File: src/rtl/swt_pkg.sv
package swt_pkg;
  localparam int DIGIT_W    = 4;
  localparam int NUM_DIGITS = 2;
  localparam int NUM_RATES  = NUM_DIGITS + 1;
  localparam int DATA_W     = 8;
  localparam int ADDR_W     = 2;
  localparam logic [DIGIT_W-1:0] DIGIT_MAX = 4'd9;

  typedef enum logic [ADDR_W-1:0] {
    ADDR_COUNT = 2'd0,
    ADDR_MASK  = 2'd1,
    ADDR_FLAG  = 2'd2,
    ADDR_RSVD  = 2'd3
  } reg_addr_e;

  // event index: 0 = 100 Hz, 1 = 10 Hz, 2 = 1 Hz
  localparam int RATE_100 = 0;
  localparam int RATE_10  = 1;
  localparam int RATE_1   = 2;
endpackage

File: src/rtl/swt_bcd_digit.sv
module swt_bcd_digit
  import swt_pkg::*;
#(
  parameter int W = DIGIT_W,
  parameter logic [W-1:0] MAX = DIGIT_MAX
) (
  input  logic         clk_i,
  input  logic         rst_ni,
  input  logic         clr_i,
  input  logic         inc_i,
  output logic [W-1:0] digit_o,
  output logic         wrap_o
);
  logic [W-1:0] digit_q;

  assign wrap_o  = inc_i && (digit_q == MAX);
  assign digit_o = digit_q;

  always_ff @(posedge clk_i or negedge rst_ni) begin
    if (!rst_ni)      digit_q <= '0;
    else if (clr_i)   digit_q <= '0;
    else if (wrap_o)  digit_q <= '0;
    else if (inc_i)   digit_q <= digit_q + 1'b1;
  end

  p_digit_range_r1: assert property (@(posedge clk_i) disable iff (!rst_ni)
    digit_q <= MAX);
  p_wrap_zero_r2: assert property (@(posedge clk_i) disable iff (!rst_ni)
    (inc_i && !clr_i && digit_q == MAX) |=> digit_q == '0);
  p_hold_r2: assert property (@(posedge clk_i) disable iff (!rst_ni)
    (!inc_i && !clr_i) |=> $stable(digit_q));
  p_clear_r9: assert property (@(posedge clk_i) disable iff (!rst_ni)
    clr_i |=> digit_q == '0);
endmodule

File: src/rtl/swt_bcd_counter.sv
module swt_bcd_counter
  import swt_pkg::*;
#(
  parameter int N = NUM_DIGITS,
  parameter int W = DIGIT_W,
  localparam int NE = N + 1
) (
  input  logic           clk_i,
  input  logic           rst_ni,
  input  logic           tick_i,
  input  logic           clr_i,
  output logic [N*W-1:0] count_o,
  output logic [NE-1:0]  event_o
);
  logic [N:0] inc;

  // clear drops a coincident tick
  assign inc[0] = tick_i && !clr_i;

  for (genvar k = 0; k < N; k++) begin : g_digit
    swt_bcd_digit #(.W(W), .MAX(DIGIT_MAX)) u_digit (
      .clk_i  (clk_i),
      .rst_ni (rst_ni),
      .clr_i  (clr_i),
      .inc_i  (inc[k]),
      .digit_o(count_o[k*W +: W]),
      .wrap_o (inc[k+1])
    );
  end

  assign event_o = inc;
endmodule

File: src/rtl/swt_irq_regs.sv
module swt_irq_regs
  import swt_pkg::*;
#(
  parameter int NR = NUM_RATES
) (
  input  logic          clk_i,
  input  logic          rst_ni,
  input  logic [NR-1:0] event_i,
  input  logic          mask_we_i,
  input  logic          flag_we_i,
  input  logic [NR-1:0] wdata_i,
  output logic [NR-1:0] mask_o,
  output logic [NR-1:0] flag_o,
  output logic          irq_o
);
  logic [NR-1:0] mask_q;
  logic [NR-1:0] flag_q;
  logic [NR-1:0] w1c;

  assign w1c = flag_we_i ? wdata_i : '0;

  always_ff @(posedge clk_i or negedge rst_ni) begin
    if (!rst_ni)        mask_q <= '0;
    else if (mask_we_i) mask_q <= wdata_i;
  end

  for (genvar i = 0; i < NR; i++) begin : g_flag
    always_ff @(posedge clk_i or negedge rst_ni) begin
      if (!rst_ni)         flag_q[i] <= 1'b0;
      else if (event_i[i]) flag_q[i] <= 1'b1;
      else if (w1c[i])     flag_q[i] <= 1'b0;
    end

    p_set_wins_r7: assert property (@(posedge clk_i) disable iff (!rst_ni)
      event_i[i] |=> flag_q[i]);
    p_w1c_r6: assert property (@(posedge clk_i) disable iff (!rst_ni)
      (flag_we_i && wdata_i[i] && !event_i[i]) |=> !flag_q[i]);
    p_sticky_r6: assert property (@(posedge clk_i) disable iff (!rst_ni)
      (!event_i[i] && !(flag_we_i && wdata_i[i])) |=> $stable(flag_q[i]));
    p_irq_src_r8: assert property (@(posedge clk_i) disable iff (!rst_ni)
      (flag_q[i] && mask_q[i]) |-> irq_o);
  end

  assign irq_o  = |(flag_q & mask_q);
  assign mask_o = mask_q;
  assign flag_o = flag_q;
endmodule

File: src/rtl/swt_stopwatch.sv
module swt_stopwatch
  import swt_pkg::*;
#(
  localparam int CNT_W = NUM_DIGITS * DIGIT_W
) (
  input  logic              clk_i,
  input  logic              rst_ni,
  input  logic              tick_i,
  input  logic              clr_i,
  input  logic              bus_we_i,
  input  logic [ADDR_W-1:0] bus_addr_i,
  input  logic [DATA_W-1:0] bus_wdata_i,
  output logic [DATA_W-1:0] bus_rdata_o,
  output logic              irq_o
);
  logic [CNT_W-1:0]     count;
  logic [NUM_RATES-1:0] events;
  logic [NUM_RATES-1:0] mask;
  logic [NUM_RATES-1:0] flag;
  reg_addr_e            addr;

  assign addr = reg_addr_e'(bus_addr_i);

  swt_bcd_counter #(.N(NUM_DIGITS), .W(DIGIT_W)) u_cnt (
    .clk_i  (clk_i),
    .rst_ni (rst_ni),
    .tick_i (tick_i),
    .clr_i  (clr_i),
    .count_o(count),
    .event_o(events)
  );

  swt_irq_regs #(.NR(NUM_RATES)) u_regs (
    .clk_i    (clk_i),
    .rst_ni   (rst_ni),
    .event_i  (events),
    .mask_we_i(bus_we_i && addr == ADDR_MASK),
    .flag_we_i(bus_we_i && addr == ADDR_FLAG),
    .wdata_i  (bus_wdata_i[NUM_RATES-1:0]),
    .mask_o   (mask),
    .flag_o   (flag),
    .irq_o    (irq_o)
  );

  always_comb begin
    bus_rdata_o = '0;
    unique case (addr)
      ADDR_COUNT: bus_rdata_o[CNT_W-1:0]     = count;
      ADDR_MASK:  bus_rdata_o[NUM_RATES-1:0] = mask;
      ADDR_FLAG:  bus_rdata_o[NUM_RATES-1:0] = flag;
      default:    bus_rdata_o = '0;
    endcase
  end

  p_count_ro_r3: assert property (@(posedge clk_i) disable iff (!rst_ni)
    (bus_we_i && addr == ADDR_COUNT && !tick_i && !clr_i) |=> $stable(count));
  p_tick_sets_r5: assert property (@(posedge clk_i) disable iff (!rst_ni)
    (tick_i && !clr_i) |=> flag[RATE_100]);
  p_clr_no_event_r9: assert property (@(posedge clk_i) disable iff (!rst_ni)
    (clr_i && !bus_we_i) |=> $stable(flag));
endmodule

File: config.mk
export PLATFORM = sky130hd
export DESIGN_NAME = swt_stopwatch
export DESIGN_NICKNAME = d
export VERILOG_FILES = /design/src/rtl/swt_pkg.sv /design/src/rtl/swt_bcd_digit.sv /design/src/rtl/swt_bcd_counter.sv /design/src/rtl/swt_irq_regs.sv /design/src/rtl/swt_stopwatch.sv
export SDC_FILE = /design/constraint.sdc
export NUM_CORES = 1
export LEC_CHECK = 0
export BUFFER_PORTS_ARGS = -buffer_cell sky130_fd_sc_hd__buf_2
export CORE_MARGIN = 1
export CORE_UTILIZATION = 25
export CTS_CLUSTER_DIAMETER = 120
export DETAILED_ROUTE_END_ITERATION = 10
export HOLD_SLACK_MARGIN = 0.05
export PLACE_DENSITY_LB_ADDON = 0.15
export SYNTH_ARGS = -nofsm -noshare
export SYNTH_HDL_FRONTEND = slang
export SYNTH_SLANG_ARGS = --single-unit
File: constraint.sdc
create_clock -name clk_i -period 1.9 [get_ports clk_i]
set_input_delay 0.19 -clock clk_i [delete_from_list [all_inputs] [get_ports clk_i]]
set_output_delay 0.19 -clock clk_i [all_outputs]
set_load 0.05 [all_outputs]
# Word-level counts from Yosys, hierarchy flattened
# Index checks and enable logic that the tools add are counted.
[word_totals]
inputBits = 15
register_bits = 14
out_inout_bits = 9
elab_cells = 41
[op_classes]
muxes = 15
bitwise_logic = 1
addsub = 2
n_reduce_logical = 13
eq_ne = 4
[ops]
columns = ["cell", "count"]
rows = [
  ["4-bit 2-to-1 mux", 6],
  ["3-bit case mux with 3 select lines", 1],
  ["4-bit by 1-bit adder with 4-bit output, second input constant", 2],
  ["4-bit equality test, second input constant", 2],
  ["1-bit 2-to-1 mux", 6],
  ["2-bit nonzero test", 3],
  ["3-bit nonzero test", 2],
  ["1-bit logical AND", 5],
  ["5-bit 2-to-1 mux", 1],
  ["3-bit AND", 1],
  ["3-bit 2-to-1 mux", 1],
  ["3-bit OR reduction", 1],
  ["2-bit by 1-bit equality test with 1-bit output, second input constant", 1],
  ["2-bit equality test, second input constant", 1],
  ["2-bit logical NOT", 1],
  ["1-bit logical NOT", 1],
]

# Depth between registers and ports, before layout
[logic_depth]
word_depth = 6
depth_mapped = 6
depth_no_buf = 5

# Hierarchy
# A second synthesis with hierarchy kept.
[unflattened]
hier_cells = 87
hier_area_um2 = 858.3
[modules_own_cells]
columns = ["mod", "seq_area_each_um2", "cells_each", "area_each_um2", "n_inst"]
rows = [
  ["swt_bcd_digit", 100.1, 26, 241.5, 2],
  ["swt_irq_regs", 150.1, 17, 232.7, 1],
  ["swt_stopwatch", 0.0, 17, 128.9, 1],
  ["swt_bcd_counter", 0.0, 1, 13.8, 1],
]

# Worst setup path before layout
# No wires, ideal clock.
[synth_path]
kind = "reg2out"
from = "reg u_cnt.g_digit[0].u_digit.digit_q[0]"
to = "out bus_rdata_o[0]"
stages_incl_launch_ff = 3
t_arrival_ns = 1.566
required_ns = 1.710
n_path_buf = 0
path_slack_ns = 0.144
cell_sequence = "dfrtp_1 mux2i_1 o21ai_0"
[synth_between]
elab_chain_cells = 1
[synth_rtl]
columns = ["element", "line_no", "rtl"]
rows = [
  ["from (decl)", "swt_bcd_digit.sv:14", "logic [W-1:0] digit_q;"],
  ["from (signal assigned)", "swt_bcd_digit.sv:23", "else if (inc_i) digit_q <= digit_q + 1'b1;"],
  ["3-bit case mux with 3 select lines", "swt_stopwatch.sv:47", "unique case (addr)"],
  ["to (decl)", "swt_stopwatch.sv:13", "output logic [DATA_W-1:0] bus_rdata_o,"],
]
# Every way passes these cells.

# Worst setup path in the final report
[layout_path]
from = "reg u_cnt.g_digit[0].u_digit.digit_q[1]"
to = "reg u_cnt.g_digit[1].u_digit.digit_q[0]"
[layout_between]
elab_chain_cells = 5
word_cells_on_any_way = 6
cone_classes = "eq/ne: 1; mux: 2; reduce/logical: 3"
[layout_rtl]
columns = ["element", "line_no", "rtl"]
rows = [
  ["4-bit equality test (*)", "swt_bcd_digit.sv:16", "assign wrap_o = inc_i && (digit_q == MAX);"],
  ["1-bit logical AND (*)", "swt_bcd_digit.sv:16", ""],
  ["1-bit logical AND", "swt_bcd_digit.sv:16", ""],
  ["4-bit 2-to-1 mux", "swt_bcd_digit.sv:22", "else if (wrap_o) digit_q <= '0;"],
  ["4-bit 2-to-1 mux", "swt_bcd_digit.sv:21", "else if (clr_i) digit_q <= '0;"],
  ["to (signal assigned)", "swt_bcd_digit.sv:23", ""],
  ["to (decl)", "swt_bcd_digit.sv:14", ""],
]
# Every way passes the cells marked *; elsewhere a longest branch is shown, timed or not.
# A chain may end at the register's enable or synchronous reset.

==> out/results.tsv <==
metric	value	unit
post-route cell area	1030	um^2
CTS buffer count	3	
Core Region	3150	um^2
Ys Warns	0	
final clock skew	0.00407	ns
top-area cell type share of the netlist area	40.7	%
worst r2r src	u_cnt.g_digit[0].u_digit.digit_o[1]	
port bufs	18	
CP Data Required Time	2.08	ns
hold_buf cts	1	
clock-pin transition on the worst setup and hold timing paths	0.09	ns
CTS tree	built	
Wirelength per Cell	13.5	um
Leakage	0.000492	uW
max incr delay on CP	0.45	ns
measured slew at the worst slew-check pin	0.369	ns
Min Hold Slack	0.149	ns
hpwl dp	1.54	mm
R2R setup slack	0.34	ns
syn avg cell area	9.89	um^2
setup bufs post-CTS	0	
Net Count, Synth	106	
Post-synth top cells	14 x dfrtp_1, 6 x nand2_1, 5 x a21oi_1, 5 x nor2_1	
num rows	20	
die width	60.7	um
final worst-path cycle share	82.2	%
CTS sink cnt	14	
Initial Util	27.3	%
Area contributors post-synth	dfrtp_1 41%, ha_1 5.8%, mux2_2 3.9%, mux2i_1 3.5%, mux2_4 3.5%	
Synth Flop Type	dfrtp_1	
status	finished clean	
GP Congestion	0.753	
Max FO, Critical Path	6	
fmax	0.640	GHz
largest net degree at the start of global routing	15	
share of cells above drive strength 1	26.2	%
unrepaired setup endpoints after global routing	false	
Final ANT Viol Nets	0	
final worst path period need	1.56	ns
CP max-delay cell	dfrtp_1	
vias	719	
H-tree depth	1	
maxcap violations	0	
worst setup path class	register to register	
CP Launch Type	register	
Power Dens Cells	661	nW/um^2
final wirelength	2.03	mm
total track usage	13.6	%
Rel. slew slack	75.4	%
critical-path cell list	inv_1 > ha_1 > and3b_1 > and2_4 > mux2_4	
Final Max Tran Viols	0	
EDFF count, synth	0	
Syn-to-layout area delta	19.8	%
die area	3680	um^2
Setup-failing EPs final	0	
dpl cell area	985	um^2
DRC errors left	0	
GR Overflow Total	0	
#FFs+latches synth	14	
first-pass GRT wire length	3.55	mm
Fin. Hold Viols	0	
ANT cells	0	
CTS root buffer	clkbuf_4	
register area share after synthesis	40.7	%
most frequent cell after synthesis	dfrtp_1	
via/cell ratio	4.76	
mapped cell area	861	um^2
HP Class	primary input to register	
Crit. Startpoint	u_cnt.g_digit[0].u_digit.digit_o[1]	
CTS max path bufs	2	
post-CTS sizing	0	
Die Y	60.7	um
initial antenna violation count	0	
setup TNS	0	ns
Hold Startpoint	bus_wdata_i[2]	
WP data arrival	1.74	ns
Final #Nets	127	
Initial DRC Count	39	
top cell type by total area after synthesis	dfrtp_1	
Post-Synthesis Cells	87	
vias in the first global route	716	
CP Capture Type	register	
post-synthesis cell type count	33	
worst-skew pair later-pin latency	0.29	ns
maximum vdd ir drop	0.419	mV
I/O Pins	24	
asr flop ratio synth	100	%
Pre-Repair DR Iteration Count	6	
## worst paths after layout
kind,endpoint,cells after the start
hold / removal,u_regs.mask_o[2],2
hold reg to reg,u_regs.flag_o[0],1
min in group asynchronous,u_cnt.g_digit[0].u_digit.digit_o[1],2
max in group asynchronous,u_cnt.g_digit[1].u_digit.digit_o[0],2
setup reg to reg,u_cnt.g_digit[1].u_digit.digit_o[0],5
setup / recovery,u_cnt.g_digit[1].u_digit.digit_o[0],5
## metal layers
layer,vias up,wire length (um),track usage [%],part of all wire (%)
met5,-,0,0,0
met4,0,14,5.52,0.69
met3,2,135,4.48,6.6
met2,23,891,19.0,44
met1,343,989,19.2,49
li1,351,-,-,-
## registers in the layout (all words and copies together) (netlist names)
| signal | cells |
|---|---|
| u_cnt.g_digit.u_digit.digit_o | 8 |
| u_regs.mask_o | 3 |
| u_regs.flag_o | 3 |
## metrics by stage
step / cells / total power [uW] / setup slack (ns) / util [%]
final: 151 / 682 / 0.338 / 32.7
after global routing: 151 / 720 / 0.247 / 32.7
after CTS: 151 / 692 / 0.319 / 32.7
after detailed placement: 146 / 462 / 0.334 / 31.2
after global placement: 146 / 461 / 0.335 / 31.2
after floorplan: 87 / 419 / 0.144 / -
## cell families (layout without fill, tap and decap cells)
kind of cell	after synthesis	count (layout)	synth area share [%]
adders and majority gates	4	4	5.81
buffers and inverters	7	27	4.21
muxes	8	8	10.9
and+or+nand+nor	34	34	22.7
AOI/OAI and AO/OA	20	20	15.7
DFF	14	14	40.7
## where the power goes
group | switching [uW] | internal [uW] | total (uW)
clock network | 108 | 117 | 225
logic | 81.5 | 43.4 | 125
registers | 17.0 | 315 | 332
total | 207 | 475 | 682
## critical path, delay by kind of cell (launching register included)
| family | cells | cell delay, ns |
|---|---|---|
| flops | 1 | 0.45 |
| simple gates | 2 | 0.43 |
| mux | 1 | 0.30 |
| fa+ha+maj | 1 | 0.19 |
| buf+inv | 1 | 0.08 |
## layout make-up
class	count	area (um^2)
Inverter	4	15.0
Sequential cell	14	350
Timing Repair Buffer	19	100
Tap cell	44	55.1
Clock buffer	4	36.3
Fill cell	359	2120
Multi-Input combinational cell	66	474
## placed cells by master (no fill, tap or decap), drive strengths merged
| cell | netlist | routed |
|---|---|---|
| dlygate4sd3 | 0 | 1 |
| nand2b | 2 | 2 |
| dfrtp | 14 | 14 |
| buf | 2 | 18 |
| nand2 | 6 | 6 |
| o211ai | 1 | 1 |
| inv | 4 | 4 |
| nand3 | 3 | 3 |
| and2 | 4 | 4 |
| a21boi | 1 | 1 |
| a222oi | 1 | 1 |
| nor3 | 2 | 2 |
| a31o | 1 | 1 |
| nor2b | 4 | 4 |
| o21ai | 5 | 5 |
| clkbuf | 1 | 4 |
| nand3b | 4 | 4 |
| mux2 | 5 | 5 |
| and3b | 2 | 2 |
| and4b | 1 | 1 |
| and3 | 1 | 1 |
| nor2 | 5 | 5 |
| a21o | 2 | 2 |
| mux2i | 3 | 3 |
| a311oi | 1 | 1 |
| a22o | 1 | 1 |
| ha | 4 | 4 |
| a211o | 1 | 1 |
| a32o | 1 | 1 |
| a21oi | 5 | 5 |
No activity file was read; power rests on OpenSTA's default activity.
